--- config.mk ---
export PLATFORM = sky130hd
export DESIGN_NAME = burst_watch
export DESIGN_NICKNAME = d
export VERILOG_FILES = /design/src/rtl/bw_pkg.sv /design/src/rtl/bw_addr_gen.sv /design/src/rtl/bw_event_ctr.sv /design/src/rtl/burst_watch.sv
export SDC_FILE = /design/constraint.sdc
export NUM_CORES = 1
export LEC_CHECK = 0
export CAP_MARGIN = 20
export CORE_ASPECT_RATIO = 1.2
export CORE_MARGIN = 1
export CORE_UTILIZATION = 56
export DETAILED_ROUTE_END_ITERATION = 8
export PLACE_DENSITY = 0.82
export SLEW_MARGIN = 20
export SYNTH_ARGS = -nofsm -noshare
export SYNTH_HDL_FRONTEND = slang
export SYNTH_SLANG_ARGS = --single-unit
--- constraint.sdc ---
create_clock -name clk -period 6 [get_ports clk]
set_input_delay 0.6 -clock clk [delete_from_list [all_inputs] [get_ports clk]]
set_output_delay 0.6 -clock clk [all_outputs]
set_load 0.005 [all_outputs]
--- src/rtl/bw_pkg.sv ---
package bw_pkg;

    typedef enum logic [1:0] {
        TR_IDLE   = 2'b00,
        TR_BUSY   = 2'b01,
        TR_NONSEQ = 2'b10,
        TR_SEQ    = 2'b11
    } trans_e;

    localparam logic [2:0] BU_SINGLE = 3'b000;
    localparam logic [2:0] BU_INCR   = 3'b001;

    // Beat count of a fixed-length burst; 0 for single and undefined length.
    function automatic logic [4:0] burst_beats(input logic [2:0] b);
        case (b[2:1])
            2'b01:   return 5'd4;
            2'b10:   return 5'd8;
            2'b11:   return 5'd16;
            default: return 5'd0;
        endcase
    endfunction

    function automatic logic burst_fixed(input logic [2:0] b);
        return b[2:1] != 2'b00;
    endfunction

    function automatic logic burst_wraps(input logic [2:0] b);
        return burst_fixed(b) && !b[0];
    endfunction

endpackage

--- src/rtl/bw_addr_gen.sv ---
module bw_addr_gen #(
    parameter int AW = 32
) (
    input  logic [AW-1:0] cur_i,
    input  logic [2:0]    size_i,
    input  logic [2:0]    burst_i,
    output logic [AW-1:0] nxt_o
);
    import bw_pkg::*;

    logic [AW-1:0] step;
    logic [AW-1:0] window;
    logic [AW-1:0] mask;
    logic [AW-1:0] bumped;

    always_comb begin
        step   = AW'(1) << size_i;
        window = AW'(burst_beats(burst_i)) * step;
        mask   = window - AW'(1);
        bumped = cur_i + step;
        if (burst_wraps(burst_i))
            nxt_o = (cur_i & ~mask) | (bumped & mask);
        else
            nxt_o = bumped;
    end

endmodule

--- src/rtl/bw_event_ctr.sv ---
module bw_event_ctr #(
    parameter int CW = 16
) (
    input  logic          clk,
    input  logic          rst_n,
    input  logic          inc_i,
    output logic [CW-1:0] cnt_o
);
    logic [CW-1:0] cnt_d, cnt_q;

    always_comb begin
        cnt_d = cnt_q;
        if (inc_i)
            cnt_d = cnt_q + CW'(1);
    end

    always_ff @(posedge clk) begin
        if (!rst_n) cnt_q <= '0;
        else        cnt_q <= cnt_d;
    end

    assign cnt_o = cnt_q;

    AST_CTR_STEP: assert property (@(posedge clk) disable iff (!rst_n)
        inc_i |=> cnt_q == $past(cnt_q) + CW'(1));
    AST_CTR_HOLD: assert property (@(posedge clk) disable iff (!rst_n)
        !inc_i |=> $stable(cnt_q));

endmodule

--- src/rtl/burst_watch.sv ---
module burst_watch #(
    parameter int AW = 32,
    parameter int CW = 16
) (
    input  logic          clk,
    input  logic          rst_n,
    input  logic          sel_i,
    input  logic          ready_i,
    input  logic [1:0]    trans_i,
    input  logic [AW-1:0] addr_i,
    input  logic [2:0]    burst_i,
    input  logic [2:0]    size_i,
    output logic          ctx_open_o,
    output logic [AW-1:0] exp_addr_o,
    output logic          err_orphan_o,
    output logic          err_addr_o,
    output logic          err_cut_o,
    output logic [CW-1:0] nonseq_cnt_o,
    output logic [CW-1:0] seq_cnt_o
);
    import bw_pkg::*;

    typedef struct packed {
        logic          open;
        logic [2:0]    burst;
        logic [2:0]    size;
        logic [AW-1:0] expect_a;
        logic [4:0]    left;
        logic          e_orph;
        logic          e_addr;
        logic          e_cut;
    } ctx_t;

    ctx_t          st_d, st_q;
    logic          commit;
    logic          is_start, is_cont;
    logic [AW-1:0] nx_start, nx_cont;

    assign commit   = sel_i && ready_i;
    assign is_start = commit && (trans_e'(trans_i) == TR_NONSEQ);
    assign is_cont  = commit && (trans_e'(trans_i) == TR_SEQ);

    bw_addr_gen #(.AW(AW)) u_nx_start (
        .cur_i(addr_i), .size_i(size_i), .burst_i(burst_i), .nxt_o(nx_start)
    );
    bw_addr_gen #(.AW(AW)) u_nx_cont (
        .cur_i(st_q.expect_a), .size_i(st_q.size), .burst_i(st_q.burst), .nxt_o(nx_cont)
    );

    always_comb begin
        st_d = st_q;
        if (commit) begin
            case (trans_e'(trans_i))
                TR_NONSEQ: begin
                    if (st_q.open && burst_fixed(st_q.burst) && st_q.left != 5'd0)
                        st_d.e_cut = 1'b1;
                    st_d.open     = (burst_i != BU_SINGLE);
                    st_d.burst    = burst_i;
                    st_d.size     = size_i;
                    st_d.expect_a = nx_start;
                    st_d.left     = burst_fixed(burst_i) ? burst_beats(burst_i) - 5'd1 : 5'd0;
                end
                TR_SEQ: begin
                    if (!st_q.open) begin
                        st_d.e_orph = 1'b1;
                    end else begin
                        if (addr_i != st_q.expect_a)
                            st_d.e_addr = 1'b1;
                        st_d.expect_a = nx_cont;
                        if (burst_fixed(st_q.burst)) begin
                            st_d.left = st_q.left - 5'd1;
                            if (st_q.left == 5'd1)
                                st_d.open = 1'b0;
                        end
                    end
                end
                TR_IDLE: begin
                    if (st_q.open && st_q.burst == BU_INCR)
                        st_d.open = 1'b0;
                end
                default: ;
            endcase
        end
    end

    always_ff @(posedge clk) begin
        if (!rst_n) st_q <= '0;
        else        st_q <= st_d;
    end

    bw_event_ctr #(.CW(CW)) u_cnt_start (
        .clk(clk), .rst_n(rst_n), .inc_i(is_start), .cnt_o(nonseq_cnt_o)
    );
    bw_event_ctr #(.CW(CW)) u_cnt_cont (
        .clk(clk), .rst_n(rst_n), .inc_i(is_cont), .cnt_o(seq_cnt_o)
    );

    assign ctx_open_o   = st_q.open;
    assign exp_addr_o   = st_q.expect_a;
    assign err_orphan_o = st_q.e_orph;
    assign err_addr_o   = st_q.e_addr;
    assign err_cut_o    = st_q.e_cut;

    AST_NO_COMMIT_HOLD: assert property (@(posedge clk) disable iff (!rst_n)
        !commit |=> $stable(ctx_open_o) && $stable(exp_addr_o));
    AST_ORPHAN_FLAG: assert property (@(posedge clk) disable iff (!rst_n)
        (is_cont && !ctx_open_o) |=> err_orphan_o);
    AST_SINGLE_CLOSED: assert property (@(posedge clk) disable iff (!rst_n)
        (is_start && burst_i == BU_SINGLE) |=> !ctx_open_o);
    AST_PATTERN_FLAG: assert property (@(posedge clk) disable iff (!rst_n)
        (is_cont && ctx_open_o && addr_i != exp_addr_o) |=> err_addr_o);
    AST_FLAGS_STICKY: assert property (@(posedge clk) disable iff (!rst_n)
        (err_orphan_o || err_addr_o || err_cut_o) |=>
        ($past(err_orphan_o) <= err_orphan_o) && ($past(err_addr_o) <= err_addr_o)
        && ($past(err_cut_o) <= err_cut_o));
    AST_BUSY_INERT: assert property (@(posedge clk) disable iff (!rst_n)
        (commit && trans_e'(trans_i) == TR_BUSY) |=>
        $stable(exp_addr_o) && $stable(ctx_open_o));

endmodule

==> metrics.txt <==
kind of critical path in -> reg; first-pass GRT wire length 34300 um; row count 46; crit-path cells clkdlybuf4s50_1, or3b_2, inv_1, nand2_1, ha_1, inv_1, fa_1, ha_1, ha_1, fa_1, a211oi_1, o21bai_1, a21oi_1, xnor2_1, a211o_1, xnor2_1, a41o_1; final instance area 8790 um2; average vias per placed instance just over 6; Die Span Y 130 um; most used cell, CP ha_1; Post-Syn Area 7590 um2; fillers 1172; synth top area cells dfxtp_1 21%, ha_1 10%, xnor2_1 7.8%; Post-CTS Setup Bufs 0; largest net degree at the start of global routing 49; Syn Inst Count between 900 and 1000; DR iter-0 viols 481; status finished clean; Worst Hold Depth 2; Final Skew about 6.5 ps; Hold Startpoint err_orphan_o$_SDFFE_PN0P_; placed cell areas 8510 um2; Syn Area/Cell slightly below 8 um2; worst r2r src st_q[40]$_SDFFE_PN0P_; Max Clk Rate 211 MHz; CP max stage delay 680 ps; P_leak 0.00335 uW; WP data arrival approximately 5000 ps; initial antenna violation count 0; vias in the first global route 7109; GRT Residual Overflow 0; maximum vdd drop 118 uV; Area Overhead vs Synth 15.8%; largest fanout on the critical path 11; hold slack about 480 ps; number of CTS-inserted buffers 9; area leader, netlist dfxtp_1; clock sinks 79; RSZ-0062 raised after global routing false; Die Footprint 14000 um2; nets 1157; met2 demand-to-capacity share in global routing 52.3%; Net Sw Frac 30.6%; share of cells above drive strength 1 4.62%; worst-skew pair later-pin latency 350 ps; wire length per cell 17.7 um; Util after Layout 66.4%; clock root buffer clkbuf_16; Initial Util 57.3%; Yosys top cell area share a little over a fifth; crit path capture type flip-flop; most common cell after layout, fill and taps aside nand2_1; syn nets 1101; ant diodes 0; final std cells w/o fill between 1000 and 1500; hold path endpoint err_orphan_o$_SDFFE_PN0P_; sequential power share 40.5%; clock tree buffer depth 2; WL final 21400 um; Comb pwr share about a fifth; CTS tree yes; Critical-path top delay cell clkdlybuf4s50_1; Final Hold Vio Count 0; DP HPWL roughly 16000 um; setup TNS 0 ps; Primary FF master, synth dfxtp_1; Slew Limit Fails 0; Worst Hold Class reg -> reg; max-cap violations 0; ys async rst share 0%; clock-pin slew on the worst setup and hold paths 70 ps; register area share after synthesis 20.8%; Die X 108 um; worst reg-to-reg path cell count 16; met1 usage a little over a third; crit start category input pin; core area 13200 um2; final setup vio count 0; Worst-Margin Slew 849 ps; Seq cells post-synth 79; Detailed Routing Iterations Pass 1 5; Ports 112; clock period minus worst slack between 4000 and 5000 ps; post-route ant nets 0; Switch Pwr 411 uW; Worst EP required ~6200 ps; post-route clock period utilization 79.1%; EDFF count, synth 0; post-synth cell types 80; Pwr Density 153 nW/um2; Ys Warns 0; met3 usage about 4.7%; reg-to-reg slack, setup 1680 ps; GRT busiest layer met2; Total GRT Usage 31.3%; via count roughly 7400; PortBufs 111; H-tree depth 3; commonest non-fill, non-tap cells in the layout 113 x nand2_1, 111 x clkdlybuf4s50_1, 85 x nor2_1; placed instance count 1191; post-CTS resize count 0; P_int 934 uW; CTS Hold Bufs 0; Final Wtd Congestion 0.952; Clock Power Share between 40 and 50%; slew margin rel. between 40% and 50%; DRC viols 0
## cells by family (layout without fill, tap and decap cells)
family                   count (synthesis)  after routing  share of synthesized area, %
AO/OA/AOI/OAI                          204            204                          17.4
XOR/XNOR                               102            102                          11.9
adder cells (fa/ha/maj)                 79             79                          14.6
buffers and inverters                  118            179                          8.18
flip-flops                              79             79                          20.8
multiplexers                             8              8                          1.07
AND/OR/NAND/NOR                        388            388                          26.0
## final cells by class
type,instances,area [um2],share of cell area [%]
multi-input cells,781,5390,61.3
flip-flops and latches,79,1580,18.0
repair buffers,116,1150,13.1
clock buffers,9,225,2.56
well taps,168,210,2.39
inverters,47,176,2.01
clock inverters,7,61.3,0.697
## synthesized netlist by cell type, types with 6 or more instances
master	n
dfxtp_1	79
nand3_1	32
nand2_1	113
clkbuf_1	25
a21o_1	16
ha_1	63
nor4_1	9
or3_1	12
a31oi_1	21
nand4_1	26
inv_1	45
nor3_1	21
buf_4	36
o21a_1	7
xor2_1	33
xnor2_1	68
and3_1	30
nor2_1	85
a211oi_1	9
a21oi_1	58
fa_1	16
nor2b_1	12
o31ai_1	7
mux2i_1	7
nand2b_1	6
o21ai_0	39
## critical path, delay by kind of cell
family | cells | cell delay [ps]
AO/OA/AOI/OAI | 5 | 1010
XOR/XNOR | 2 | 200
adder cells (fa/ha/maj) | 5 | 1720
buffers and inverters | 3 | 850
AND/OR/NAND/NOR | 2 | 600
## metrics by stage
| stage | power (uW) | setup WS, ps |
|---|---|---|
| after global placement | 807 | 950 |
| after CTS | 1340 | 1230 |
| after floorplan | 718 | 1540 |
| after detailed placement | 810 | 876 |
| final | 1340 | 1250 |
| after global routing | 1400 | 1060 |
## routing by layer
metal	wire length (um)	vias to the layer above	share of wire (%)
li1	-	3550	-
met1	8380	3367	39
met2	9890	376	46
met3	1640	115	7.7
met4	1460	0	6.8
met5	0	-	0
## power groups by stage
stage / Sequential, uW / Clock (uW) / Combinational (uW)
floorplan: 551 / 0 / 167
global placement: 556 / 0 / 251
detailed placement: 556 / 0 / 254
CTS: 544 / 544 / 257
global route: 545 / 568 / 283
finish: 545 / 540 / 260
## worst max-delay path by stage
stage	startpoint	to	slack (ps)	cells past startpoint
floorplan	size_i[0]	flip-flop	1540	17
global placement	size_i[0]	flip-flop	950	17
detailed placement	size_i[0]	flip-flop	880	17
CTS	size_i[0]	flip-flop	1230	17
global route	size_i[0]	flip-flop	1060	17
finish	size_i[0]	flip-flop	1250	17
Note: power is estimated with default switching activity, not from simulation.
